**config.mk**
```make
export PLATFORM = sky130hd
export DESIGN_NAME = reprate_trig_sel
export DESIGN_NICKNAME = d
export VERILOG_FILES = /design/src/rtl/reprate_pkg.sv /design/src/rtl/rr_div_stage.sv /design/src/rtl/rr_ext_sync.sv /design/src/rtl/rr_pulse_gen.sv /design/src/rtl/reprate_trig_sel.sv
export SDC_FILE = /design/constraint.sdc
export NUM_CORES = 1
export LEC_CHECK = 0
export ABC_AREA = 1
export BUFFER_PORTS_ARGS = -buffer_cell sky130_fd_sc_hd__buf_4
export CORE_MARGIN = 2
export CORE_UTILIZATION = 35
export DETAILED_ROUTE_END_ITERATION = 16
export SYNTH_ARGS = -nofsm -noshare
export SYNTH_HDL_FRONTEND = slang
export SYNTH_SLANG_ARGS = --single-unit
```
**constraint.sdc**
```tcl
create_clock -name clk -period 3.6 [get_ports clk]
set_input_delay 0.9 -clock clk [delete_from_list [all_inputs] [get_ports clk]]
set_output_delay 0.9 -clock clk [all_outputs]
set_load 0.03 [all_outputs]
```
**src/rtl/reprate_pkg.sv**
```systemverilog
// Shared types for the rep-rate divider and trigger selector.
package reprate_pkg;
    // Trigger source selection encoding
    typedef enum logic {
        SRC_DIVIDED  = 1'b0,
        SRC_EXTERNAL = 1'b1
    } trig_src_e;
endpackage

```
**src/rtl/rr_div_stage.sv**
```systemverilog
// Programmable divider stage.
// Counts enabled cycles 0..N-1 and raises tick_o on the enabled cycle at
// count N-1. A ratio of 0 or 1 divides by one. The ratio input is captured
// only on a terminal pulse, so a period in progress is never shortened.
// Assumes en_i is a one-cycle clock enable in the clk domain.
module rr_div_stage #(
    parameter int W = 16
) (
    input  logic         clk,
    input  logic         rst_n,
    input  logic         en_i,
    input  logic [W-1:0] ratio_i,
    output logic         tick_o
);
    localparam logic [W-1:0] ONE = W'(1);

    logic [W-1:0] cnt;
    logic [W-1:0] act;
    logic         last;

    // Terminal condition of the active ratio
    always_comb begin
        last   = (act <= ONE) || (cnt == act - ONE);
        tick_o = en_i && last;
    end

    // Count enabled cycles, take up the new ratio at terminal count
    always_ff @(posedge clk) begin
        if (!rst_n) begin
            cnt <= '0;
            act <= '0;
        end else if (tick_o) begin
            cnt <= '0;
            act <= ratio_i;
        end else if (en_i) begin
            cnt <= cnt + ONE;
        end
    end

    // the count never reaches the active ratio
    p_cnt_bound_r2: assert property (@(posedge clk) disable iff (!rst_n)
        (act > ONE) |-> (cnt < act));

    // the active ratio only changes right after a terminal pulse
    p_ratio_hold_r5: assert property (@(posedge clk) disable iff (!rst_n)
        !$past(tick_o) |-> $stable(act));
endmodule

```
**src/rtl/rr_ext_sync.sv**
```systemverilog
// External trigger synchroniser and rising-edge detector.
// SYNC_N flops bring the asynchronous input into the clk domain; one more
// flop holds the previous synchronised value for edge detection.
module rr_ext_sync #(
    parameter int SYNC_N = 2
) (
    input  logic clk,
    input  logic rst_n,
    input  logic async_i,
    output logic rise_o
);
    logic [SYNC_N:0] sh;

    // Shift the input through the synchroniser and history flop
    always_ff @(posedge clk) begin
        if (!rst_n) sh <= '0;
        else        sh <= {sh[SYNC_N-1:0], async_i};
    end

    // Rising edge of the synchronised level
    always_comb rise_o = sh[SYNC_N-1] && !sh[SYNC_N];

    // one pulse per rising transition
    p_rise_single_r6: assert property (@(posedge clk) disable iff (!rst_n)
        rise_o |=> !rise_o);
endmodule

```
**src/rtl/rr_pulse_gen.sv**
```systemverilog
// Retriggerable pulse generator for the trigger-out signal.
// A fire_i loads the length (0 selects DEF_LEN) and the output stays high
// while the down-counter is non-zero.
module rr_pulse_gen #(
    parameter int LEN_W   = 4,
    parameter int DEF_LEN = 4
) (
    input  logic             clk,
    input  logic             rst_n,
    input  logic             fire_i,
    input  logic [LEN_W-1:0] len_i,
    output logic             pulse_o
);
    localparam logic [LEN_W-1:0] ONE   = LEN_W'(1);
    localparam logic [LEN_W-1:0] DEF_V = LEN_W'(DEF_LEN);

    logic [LEN_W-1:0] cnt;

    // Load on fire, otherwise count down to zero
    always_ff @(posedge clk) begin
        if (!rst_n)          cnt <= '0;
        else if (fire_i)     cnt <= (len_i == '0) ? DEF_V : len_i;
        else if (cnt != '0)  cnt <= cnt - ONE;
    end

    // Output is high while the count is running
    always_comb pulse_o = (cnt != '0);

    // a fire always yields a high output on the next cycle
    p_fire_high_r9: assert property (@(posedge clk) disable iff (!rst_n)
        fire_i |=> pulse_o);
endmodule

```
**src/rtl/reprate_trig_sel.sv**
```systemverilog
// Rep-rate divider and trigger selector, top level.
// Cascades three divider stages from the reference clock, selects between
// the divided rate and the synchronised external trigger, and turns each
// accepted event into a start strobe and a trigger-out pulse. An event in
// the cycle where the select changes is dropped.
module reprate_trig_sel
    import reprate_pkg::*;
#(
    parameter int R0_W    = 4,
    parameter int R1_W    = 16,
    parameter int R2_W    = 16,
    parameter int LEN_W   = 4,
    parameter int DEF_LEN = 4,
    parameter int SYNC_N  = 2
) (
    input  logic             clk,
    input  logic             rst_n,
    input  logic             ext_trig_i,
    input  logic [R0_W-1:0]  ratio0_i,
    input  logic [R1_W-1:0]  ratio1_i,
    input  logic [R2_W-1:0]  ratio2_i,
    input  logic             src_ext_i,
    input  logic [LEN_W-1:0] trig_len_i,
    output logic             trig_o,
    output logic             start_o
);
    logic      tick0, tick1, tick2;
    logic      ext_rise;
    trig_src_e sel_now, sel_q;
    logic      evt_sel;
    logic      evt_ok;

    rr_div_stage #(.W(R0_W)) u_div0 (
        .clk(clk), .rst_n(rst_n), .en_i(1'b1), .ratio_i(ratio0_i), .tick_o(tick0));
    rr_div_stage #(.W(R1_W)) u_div1 (
        .clk(clk), .rst_n(rst_n), .en_i(tick0), .ratio_i(ratio1_i), .tick_o(tick1));
    rr_div_stage #(.W(R2_W)) u_div2 (
        .clk(clk), .rst_n(rst_n), .en_i(tick1), .ratio_i(ratio2_i), .tick_o(tick2));

    rr_ext_sync #(.SYNC_N(SYNC_N)) u_sync (
        .clk(clk), .rst_n(rst_n), .async_i(ext_trig_i), .rise_o(ext_rise));

    // Source multiplexer with switch-over blanking
    always_comb begin
        sel_now = trig_src_e'(src_ext_i);
        evt_sel = (sel_now == SRC_EXTERNAL) ? ext_rise : tick2;
        evt_ok  = evt_sel && (sel_now == sel_q);
    end

    // Remember the select and register the start strobe
    always_ff @(posedge clk) begin
        if (!rst_n) begin
            sel_q   <= SRC_DIVIDED;
            start_o <= 1'b0;
        end else begin
            sel_q   <= sel_now;
            start_o <= evt_ok;
        end
    end

    rr_pulse_gen #(.LEN_W(LEN_W), .DEF_LEN(DEF_LEN)) u_pulse (
        .clk(clk), .rst_n(rst_n), .fire_i(evt_ok), .len_i(trig_len_i), .pulse_o(trig_o));

    // no start strobe after a select change
    p_sel_quiet_r10: assert property (@(posedge clk) disable iff (!rst_n)
        (src_ext_i != $past(src_ext_i)) |=> !start_o);

    // a start strobe is always accompanied by the trigger pulse
    p_start_trig_r8: assert property (@(posedge clk) disable iff (!rst_n)
        start_o |-> trig_o);
endmodule

```
# After elaboration in Yosys (flattened, before gate mapping)
# Cells that the tools add are included.
# totals
out_inout_bits	2
input_bits	44
word_cells	43
ff_bits	81
# op_classes
n_bitwise	1
n_lt_le_gt_ge	3
muxes	4
add_sub_neg	7
reduce_logical	14
n_eq_ne	4
# op_table
operator	count
$add 16x1->16 const B	2
$eq 16x16->1	2
$le 16x1->1 const B	2
$sub 16x1->16 const B	2
$mux 4	3
$sub 4x1->4 const B	2
$reduce_or 2->1	3
$add 4x1->4 const B	1
$eq 4x4->1	1
$le 4x1->1 const B	1
$logic_and 1x1->1	4
$logic_not 4->1	1
$reduce_bool 4->1	1
$logic_or 1x1->1	3
$reduce_bool 2->1	1
$eq 1x1->1	1
$logic_not 1->1	1
$mux 1	1
$not 1->1	1

# Logic depth before layout (Yosys ltp)
# Gate-level depths: netlist of the first run.
# depth
depth_word	8
ltp_mapped	19
mapped_depth_nobuf	18

# Hierarchy
# From an unflattened synthesis of the first run, not the netlist that was laid out.
# unflattened
hier_cells	806
area_unflattened_um2	5213.8
# modules_own_cells
mod	area_each_um2	seq_area_each_um2	n_inst	cells_each
rr_div_stage at u_div1 ...	2112.0	640.6	2	331
rr_div_stage at u_div0	521.8	160.2	1	75
rr_pulse_gen	281.5	80.1	1	43
reprate_trig_sel	93.8	40.0	1	15
rr_ext_sync	92.6	60.1	1	11

# Worst setup path after synthesis of the first run
# Ideal clock, no wire load.
# synth_path
kind	reg-to-reg
startpoint	reg u_div1.act[0]
endpoint	reg u_div2.act[4]
t_required_ps	3481
setup_ps	119
path_buffers	1
stages_incl_launch_ff	18
slack_ps	1421
synth_period_minus_slack_ps	2179
t_arrival_ps	2060
cell_sequence	dfxtp_1 inv_1 ha_1 nand2_2 nor2_4 xor2_2 nand2_1 nor2_1 nand2_1 nor2_1 nand2_1 nand2_2 nand2_4 inv_8 nand2_8 buf_6 o21ai_1 a21oi_1
# synth_between
elab_chain_cells	5
word_cells_on_any_way	6
classes_between	add/sub (1); order compare (1); eq/ne (1); reduce/logical (3)
# synth_lines
item	line_no	text
from (decl)	rr_div_stage.sv:18	logic [W-1:0] act;
from (signal assigned)	rr_div_stage.sv:34	act <= ratio_i;
$sub 16x1->16	rr_div_stage.sv:23	last = (act <= ONE) || (cnt == act - ONE);
$eq 16x16->1	rr_div_stage.sv:23	
$logic_or 1x1->1 *	rr_div_stage.sv:23	
$logic_and 1x1->1 * (2 in series)	rr_div_stage.sv:24	tick_o = en_i && last;
to (signal assigned)	rr_div_stage.sv:34	
to (decl)	rr_div_stage.sv:18	
# Mark *: on every way between the ends. The rest lies on a longest branch, timed or not.
# A chain may end at the register's enable or synchronous reset.

# Final worst setup path of the first run
# layout_path
startpoint	reg u_div1.act[0]
endpoint	reg u_div1.cnt[2]
# layout_between
elab_chain_cells	5
word_cells_on_any_way	6
classes_between	add/sub (1); order compare (1); eq/ne (1); reduce/logical (3)
# layout_lines
item	line_no	text
$sub 16x1->16	rr_div_stage.sv:23	
$eq 16x16->1	rr_div_stage.sv:23	
$logic_or 1x1->1 *	rr_div_stage.sv:23	
$logic_and 1x1->1 *	rr_div_stage.sv:24	
$reduce_or 2->1 (no line) *	--	
to (signal assigned)	rr_div_stage.sv:36	cnt <= cnt + ONE;
to (decl)	rr_div_stage.sv:17	logic [W-1:0] cnt;
# Marks and branches as above.

==> results of run 1 <==
critical path: stages, from the launching register on:
cell and delay (ps):
dfxtp_1 330, inv_1 150, ha_1 290, nand2_2 120, nor2_4 170, nand2_1 80, xor2_1 170, inv_1 60
nand3_1 70, nor2_1 40, nand2_1 80, nand2_2 90, nand2_4 320, nand2_1 450, nor3b_1 290
cells in the mapped netlist:
| master | instances | area [um2] |
|---|---|---|
| o21ai_1 | 11 | 55.1 |
| o31ai_2 | 1 | 12.5 |
| clkbuf_1 | 6 | 22.5 |
| a21oi_1 | 51 | 255 |
| inv_2 | 2 | 7.51 |
| nand4_1 | 9 | 56.3 |
| nand4_4 | 1 | 21.3 |
| buf_6 | 5 | 56.3 |
| xnor2_1 | 15 | 131 |
| ha_1 | 11 | 138 |
| xor2_2 | 1 | 16.3 |
| nand3b_1 | 9 | 67.6 |
| nand2_8 | 1 | 20.0 |
| inv_1 | 93 | 349 |
| nand2_4 | 3 | 33.8 |
| o21ai_2 | 3 | 26.3 |
| nand2_1 | 178 | 668 |
| dfxtp_1 | 81 | 1620 |
| nor2_4 | 4 | 45.0 |
| nand2_2 | 6 | 37.5 |
| buf_4 | 1 | 7.51 |
| nor4_1 | 2 | 12.5 |
| o31ai_1 | 1 | 7.51 |
| nor2_1 | 110 | 413 |
| nor3_1 | 14 | 70.1 |
| xor2_1 | 26 | 228 |
| or2_1 | 1 | 6.26 |
| nor3b_1 | 7 | 52.6 |
| o21bai_1 | 1 | 7.51 |
| nand3_1 | 51 | 255 |
| or2_0 | 1 | 6.26 |
| buf_2 | 3 | 15.0 |
| or2_2 | 3 | 18.8 |
| nor2_2 | 6 | 37.5 |
| o2111ai_1 | 1 | 8.76 |
| a21oi_2 | 3 | 26.3 |
| o21ai_0 | 35 | 175 |
| inv_8 | 1 | 11.3 |
final cells by class:
cell class / count / area, um2 / area share [%]
Multi-Input combinational cell: 566 / 2910 / 50.3
Clock buffer: 10 / 239 / 4.14
Timing Repair Buffer: 45 / 338 / 5.85
Inverter: 96 / 368 / 6.37
Tap cell: 180 / 225 / 3.90
Clock inverter: 5 / 78.8 / 1.36
Sequential cell: 81 / 1620 / 28.1
registers in the layout (all words and copies together) (netlist names):
| signal | flops |
|---|---|
| u_pulse.cnt | 4 |
| start_o | 1 |
| u_div2.cnt | 16 |
| u_div2.act | 16 |
| u_div0.cnt | 4 |
| u_div0.act | 4 |
| u_div1.act | 16 |
| sel_q | 1 |
| u_sync.sh | 3 |
| u_div1.cnt | 16 |
layer usage:
layer | up-vias | wire [um]
met5 | - | 0
met4 | 0 | 244
met3 | 16 | 372
met2 | 85 | 5100
met1 | 2075 | 6140
li1 | 2493 | -
where the power goes:
group / switching, uW / internal (uW)
Combinational: 1890 / 991
Sequential: 180 / 1070
Clock: 372 / 622
final timing paths:
kind | cells past startpoint | slack, ps | endpoint
setup / recovery | 14 | 810 | u_div1.cnt[2]
hold / removal | 2 | 410 | u_sync.sh[1]
setup reg to reg | 14 | 810 | u_div1.cnt[2]
hold reg to reg | 2 | 410 | u_sync.sh[1]
cell families (layout without fill, tap and decap cells):
logic type                 count (synthesis)  after routing
and+or+nand+nor                          406            406
buffers and inverters                    111            156
AOI/OAI and AO/OA                        107            107
DFF                                       81             81
xor gates and xnor gates                  42             42
adders and majority gates                 11             11
stage by stage:
stage	setup WS, ps	area [um2]	hold WS (ps)
finish	815	5780	414
global route	424	5780	455
CTS	771	5780	419
detailed placement	780	5460	403
global placement	858	5460	406
floorplan	1420	5000	390
==> metrics.txt, run 1 <==
Die H=124 um; register bit total from synthesis=81; final setup fails=0; register area share after synthesis=32.4%; GRT Total Usage=17.2%; Slew headroom=63.0%; Via density=4.75; nets=854; Final Total Pwr=5130 uW; worst min path class=reg2reg; synth unique cells=38; Clk Latency, worst-skew pair=340 ps; Worst-Margin Slew=554 ps; Mapped Area=0.00500 mm2; max-slew violations=0; Top Usage Layer GRT=met2; Worst Path Max Fanout=35; initial core utilization=35.9%; met2 Resource Use GR=26.4%; cts repair resizes=0; clock tree root buffer cell=clkbuf_16; clk sink count=81; final std cells w/o fill=983; syn_nets=813; post-route DRC violation count=0; skew final=6.52 ps; xor/xnor share of the synthesized area=7.51%; die width=124 um; CTS tree=done; compound-gate portion of the synthesized area=11.5%; Final Hold Violating Endpoints=0; Ys Warns=0; Post-CTS Setup Repair Bufs=0; port bufs=45; Starting DRT DRC Count=172; Rows=43; max-cap viol count=0; first-pass GRT wire length=20,700 um; largest net degree at the start of global routing=46; syn avg cell area=6.60 um2; vias in the first global route=4,383; Util after Layout=41.5%; First-pass DRT Iterations=4; fmax=0.359 GHz; diodes inserted=0; Max Root-Sink Buffers=2; status=finished clean; Critical Path Source Type=flop; hold-fix buffer count after cts=0; Critical Path End Type=flop; Routed Antenna Nets=0; Vias=4,669; HP Start=u_sync.sh[0]; Lkg Pwr=0.00252 uW; main combinational cell family by area after synthesis=simple AND/OR/NAND/NOR gates; final period utilization=77.4%; share of post-route cells with drive strength above 1=11.8%; Ports=46; post-synthesis simple-gate area fraction=36.4%; Fill cells=1,513; initial antenna violation count=0; placed insts=968; total negative setup slack=0 ps; mux contribution to synthesized area=0%; unrepaired setup endpoints after global routing=false; met1 Use GR=23.8%; CP Data Arrival Time=3040 ps; Core Area=0.0139 mm2; clock slew at reported path FFs=60 ps; RePlAce Congestion=0.860; final critical-path required period=2790 ps; R2R Path Start=u_div1.act[0]; Mapped Cells=758; Layout area overhead=15.6%; pwr dens=888 mW/mm2; wire per inst=12.1 um; commonest non-fill, non-tap cells in the layout=nand2_1 (178), nor2_1 (110), inv_1 (93); Worst EP required=3860 ps; most common cell after layout, fill and taps aside=nand2_1; # H-tree levels=3; Adder-Cell Fraction of Synth Area=2.75%; die footprint=0.0153 mm2; maximum VDD drop=0.361 mV; Num CTS Buffers=9; hpwl dp=9140 um; met3 global-route usage=2.54%; Worst Setup SP=u_div1.act[0]; Crit Path Category=reg2reg; GRT Residual Overflow=0; DRT Wirelength=11,900 um
No activity file was read; power rests on OpenSTA's default activity.
==> run 2, diff against run 1 <==
clock period = 2.6 ns   (was 3.6 ns; I/O delays follow)
==> metrics.txt, run 2 (synthesized netlist as in run 1, its figures left out) <==
Die H=124 um (unchanged); most frequent CP cell=nand2_1; Starting DRT DRC Count=283 (+65%); clock slew at reported path FFs=70 ps (about the same); final critical-path required period=2350 ps (-435 ps); Crit Path Category=reg2reg; hpwl dp=9120 um (-0.15%); RePlAce Congestion=0.884 (+2.8%); commonest non-fill, non-tap cells in the layout=nand2_1 (176), nor2_1 (108), inv_1 (93); Layout area overhead=18.8%; CP bufs+invs=2 (unchanged); final setup fails=0 (unchanged); fmax=0.425 GHz (+18%); First-pass DRT Iterations=4 (unchanged); maximum VDD drop=0.554 mV (+53%); Num CTS Buffers=9 (unchanged); most common cell after layout, fill and taps aside=nand2_1; DRT Wirelength=12,100 um (+1.9%); largest net degree at the start of global routing=46 (unchanged); max-slew violations=0 (unchanged); nets=866 (+1.4%); Final Hold Violating Endpoints=0 (unchanged); port bufs=45 (unchanged); Critical Path End Type=flop; die footprint=0.0153 mm2 (unchanged); Worst EP required=2820 ps (-1040 ps); total negative setup slack=0 ps (unchanged); die width=124 um (unchanged); Via density=4.69 (-1.2%); pwr dens=1270 mW/mm2 (+43%); Core Area=0.0139 mm2 (unchanged); share of post-route cells with drive strength above 1=14.5% (+2.6 points); slowest stage delay, CP=340 ps (-110 ps); critical path's slowest cell=dfxtp_1; status=finished clean; GRT Total Usage=16.7% (-0.51 points); initial core utilization=35.9% (unchanged); worst setup margin=249 ps (-565 ps); max-cap viol count=0 (unchanged); wire per inst=12.1 um (+0.53%); # H-tree levels=3 (unchanged); Routed Antenna Nets=0 (unchanged); vias in the first global route=4,274 (-2.5%); post-route DRC violation count=0 (unchanged); clock tree root buffer cell=clkbuf_16; Vias=4,673 (+0.086%); GRT Residual Overflow=0 (unchanged); CP Cell Sequence=inv_1 > ha_2 > nand2_2 > nor2_4 > xor2_2 > nand2_1 > nor2_1 > nand2_1 > nor2_1 > nand2_1 > nand2_2 > nand2_4 > buf_4 > o21ai_0 > a21oi_1; Lkg Pwr=0.00260 uW (+2.9%); worst min path class=reg2reg; initial antenna violation count=0 (unchanged); CP Data Arrival Time=2570 ps (-470 ps); skew final=9.54 ps (+3.02 ps); Critical Path Source Type=flop; Worst Path Max Fanout=11 (-69%); clk sink count=81 (unchanged); pre-CTS setup slack=121 ps (-659 ps); delay-heaviest family, CP=simple AND/OR/NAND/NOR gates; Max Root-Sink Buffers=2 (unchanged); diodes inserted=0 (unchanged); Clk Latency, worst-skew pair=350 ps (about the same); unrepaired setup endpoints after global routing=false; Slew headroom=66.7% (+3.7 points); final period utilization=90.4% (+13 points); Worst-Margin Slew=499 ps (-54.9 ps); CTS tree=done; Rows=43 (unchanged); first-pass GRT wire length=20,000 um (-3.6%); Ports=46 (unchanged)
-- run 2: cell types whose count changed in the layout (fill, tap and decap cells not counted), sizes merged --
| cell | change |
|---|---|
| inv | +2 |
| nand2 | +1 |
| buf | +11 |
| clkbuf | -1 |
-- run 2: worst min-delay path: stages, from the launching register on --
cell and delay, ps:
dfxtp_1 300, nand2_1 50, inv_1 40
-- run 2: repair_timing --
item                                    CTS  global route
resized for setup                         0            17
setup buffers                             0             5
endpoints found under the setup margin    0            46
hold buffers                              0             0
-- run 2: layer usage --
metal	GRT usage [%]	routed length (um)	vias up
met1	23.8	6350	2057
li1	-	-	2517
met4	6.04	181	0
met2	25.0	5120	83
met5	0	0	-
met3	2.86	428	16
-- run 2: final cells by class --
class | count | area, um2
fillers | 1428 | 8000
inverters | 96 | 368
flip-flops and latches | 81 | 1620
multi-input cells | 567 | 2970
clock inverters | 7 | 100
repair buffers | 56 | 424
well taps | 180 | 225
clock buffers | 9 | 225
-- run 2: worst paths after layout --
check	start	to	slack (ps)	cells past startpoint
setup / recovery	u_div1.act[0]	u_div1.act[5]	250	15
hold / removal	u_sync.sh[0]	u_sync.sh[1]	430	2
setup reg to reg	u_div1.act[0]	u_div1.act[5]	250	15
hold reg to reg	u_sync.sh[0]	u_sync.sh[1]	430	2
-- run 2: report_power, final --
part | internal (uW) | leakage, uW | switching (uW)
Combinational | 1600 | 0.00178 | 2790
Clock | 852 | 0.000161 | 557
Sequential | 1490 | 0.000659 | 245
Total | 3940 | 0.00260 | 3590
-- run 2: metrics by stage --
| step | instance area [um2] | power [uW] | hold slack, ps | std cells | utilization, % |
|---|---|---|---|---|---|
| floorplan | 5000 | 5050 | 390 | 758 | - |
| global route | 5940 | 8250 | 450 | 996 | 42.6 |
| finish | 5940 | 7530 | 427 | 996 | 42.6 |
| CTS | 5830 | 7310 | 433 | 990 | 41.9 |
| global placement | 5510 | 5870 | 411 | 974 | 39.5 |
| detailed placement | 5510 | 5880 | 411 | 974 | 39.5 |
==> run 3, diff against run 2 <==
SYNTH_HIERARCHICAL = 1   (was unset)
clock period = 2.1 ns   (was 2.6 ns; I/O delays follow)
==> metrics.txt, run 3 <==
hold worst-path end=u_sync/sh[0]; unrepaired setup endpoints after global routing=true; diodes inserted=0 (unchanged); initial antenna violation count=0 (unchanged); register area share after synthesis=31.1% (-1.3 points); worst setup margin=-472 ps (-722 ps); post-route DRC violation count=0 (unchanged); max-slew violations=0 (unchanged); port bufs=45 (unchanged); Sw Share=46.9% (-0.76 points); Critical Path End Type=flop; share of post-route cells with drive strength above 1=34.1% (+20 points); clock share of power=13.6% (-5.1 points); skew final=9.14 ps (-0.396 ps); top post-synthesis cells by area=dfxtp_1 (31%), nand2_1 (13%), nor2_1 (9.9%); final critical-path required period=2570 ps (+222 ps); r2r worst-path depth=23 (+8); Mapped Cells=806 (+6.3%); GRT Total Usage=16.8% (+0.16 points); RePlAce Congestion=0.844 (-4.6%); GRT Residual Overflow=0 (unchanged); CP Data Arrival Time=2860 ps (+290 ps); nets=1,032 (+19%); Ports=46 (unchanged); status=finished with violations; Lkg Pwr=0.00392 uW (+51%); Worst EP required=2390 ps (-430 ps); Rows=44 (+2.3%); Max Root-Sink Buffers=2 (unchanged); worst min path class=in2reg; Post-synth EDFFs=0 (unchanged); commonest non-fill, non-tap cells in the layout=nand2_1 (168), buf_4 (145), nor2_1 (123); wire per inst=11.2 um (-7.3%); fmax=0.389 GHz (-8.6%); initial core utilization=35.9% (about the same); clock tree root buffer cell=clkbuf_16; R2R Path Start=u_div1/act[1]; post-synth top area share=31.1% (-1.3 points); Final Total Pwr=12,200 uW (+62%); failing checks=setup timing; reg2reg end=u_div2/cnt[14]; synth unique cells=30 (-21%); clk sink count=81 (unchanged); Num CTS Buffers=9 (unchanged); vias in the first global route=4,924 (+15%); worst reg2reg setup slack=-470 ps (-720 ps); Fill cells=1,417 (-0.77%); Vias=5,210 (+11%); # H-tree levels=3 (unchanged); hpwl dp=8380 um (-8.2%); CTS tree=done; internal power=6470 uW (+64%); Worst Path Max Fanout=3 (-8); maximum VDD drop=1.48 mV (+170%); P_sw=5720 uW (+59%); most common cell in the netlist=nand2_1; Starting DRT DRC Count=184 (-35%); Synth async-reset ratio=0% (unchanged); register bit total from synthesis=81 (unchanged); Critical Path Source Type=flop; die width=126 um (+2.0%); most common cell after layout, fill and taps aside=nand2_1; final period utilization=122% (+32 points); Crit Path Category=reg2reg; ys flop type=dfxtp_1; Ys Warns=6 (+6); Core Area=0.0145 mm2 (+4.3%); Layout area overhead=49.1%; die footprint=0.0159 mm2 (+4.1%); Clk Latency, worst-skew pair=350 ps (about the same); Mapped Area=0.00521 mm2 (+4.3%); Die H=126 um (+2.0%); sequential power share=17.7% (-5.3 points); Routed Antenna Nets=0 (unchanged); Final Hold Violating Endpoints=0 (unchanged); Yosys top cell by area=dfxtp_1; HP Start=ext_trig_i; most instantiated cells after synthesis=nand2_1 (185), nor2_1 (137), inv_1 (120); max-cap viol count=0 (unchanged); largest net degree at the start of global routing=36 (-22%); Logic pwr share=68.7% (+10 points); first-pass GRT wire length=22,200 um (+11%); final setup fails=46 (+46); total negative setup slack=-11,740 ps (-11,740 ps); DRT Wirelength=13,100 um (+8.5%); syn avg cell area=6.47 um2 (-1.9%); pwr dens=1570 mW/mm2 (+24%); hold path cells=3 (+1); First-pass DRT Iterations=4 (unchanged); Via density=4.47 (-4.8%); clock slew at reported path FFs=70 ps (about the same); pre-CTS setup slack=-507 ps (-629 ps)
run 3: power groups by stage:
stage	clock (uW)	sequential [uW]	combinational, uW
after CTS	1710	2250	9360
after global placement	0	2150	6570
after floorplan	0	2150	5090
final	1660	2160	8370
after detailed placement	0	2150	6610
after global routing	1760	2070	7190
run 3: timing repair:
item,in CTS,in global routing
gates cloned,6,0
buffers inserted,26,18
pin swaps,63,64
gates resized for setup,101,68
hold endpoints to repair,0,0
endpoints found under the setup margin,50,67
hold buffers,0,0
run 3: logic make-up (layout without fill, tap and decap cells):
kind of cell             Yosys count  count (layout)  synth area share (%)
multiplexers                       3               3                 0.576
AO/OA/AOI/OAI                     45              45                  4.46
other                              1               4                0.0719
buffers and inverters            143             315                  11.1
adder cells (fa/ha/maj)           11              11                  2.64
flip-flops                        81              81                  31.1
XOR/XNOR                          69              69                  11.6
AND/OR/NAND/NOR                  453             454                  38.5
run 3: per-stage QoR:
stage               instance area (um2)  instances  utilization, %  hold WS, ps
floorplan                          5320        809               -          390
global placement                   6510       1118            44.8          399
detailed placement                 6510       1118            44.8          400
CTS                                7590       1165            52.2          349
global route                       7770       1166            53.5          357
finish                             7770       1166            53.5          359
run 3: critical path: stages, from the launching register on:
cell	delay (ps)
dfxtp_4	380
inv_4	40
ha_4	170
buf_6	110
nand4_1	110
nand2_1	70
nand2_1	50
nand2_1	60
nor2_2	100
nand2_1	50
nor2_1	100
nand2_1	80
nand2_2	90
nand2_4	80
inv_4	80
nand2_4	60
nor2_4	100
inv_2	70
nor3_4	140
nand2_2	110
nor3_4	180
xor2_1	180
inv_1	50
nor2_1	70
run 3: metal layers:
metal / track usage (%) / share of wire (%) / wire [um]
met1: 22.8 / 50 / 6540
met2: 26.9 / 46 / 5970
met3: 3.82 / 3.4 / 449
met4: 4.78 / 1.1 / 149
met5: 0 / 0 / 0
run 3: worst max path at each step:
stage                   from             end  slack (ps)  cells after the start
2_1_floorplan  u_div1/act[0]  u_div2/cnt[14]        -340                     23
5_1_grt        u_div1/act[1]  u_div2/cnt[14]        -710                     24
6_report       u_div1/act[1]  u_div2/cnt[14]        -470                     23
3_3_place_gp   u_div1/act[2]  u_div2/cnt[14]        -440                     22
3_5_place_dp   u_div1/act[2]  u_div2/cnt[14]        -510                     22
4_1_cts        u_div1/act[1]  u_div2/cnt[13]        -390                     23
run 3: area by class of cell:
cell class,instances,area (um2),share of cell area (%)
sequential,81,1630,21.0
clock inverter,7,82.6,1.06
clock buffer,9,225,2.90
tap,184,230,2.96
multi-input combinational,586,3560,45.8
inverter,122,495,6.37
timing repair buffer,177,1550,19.9
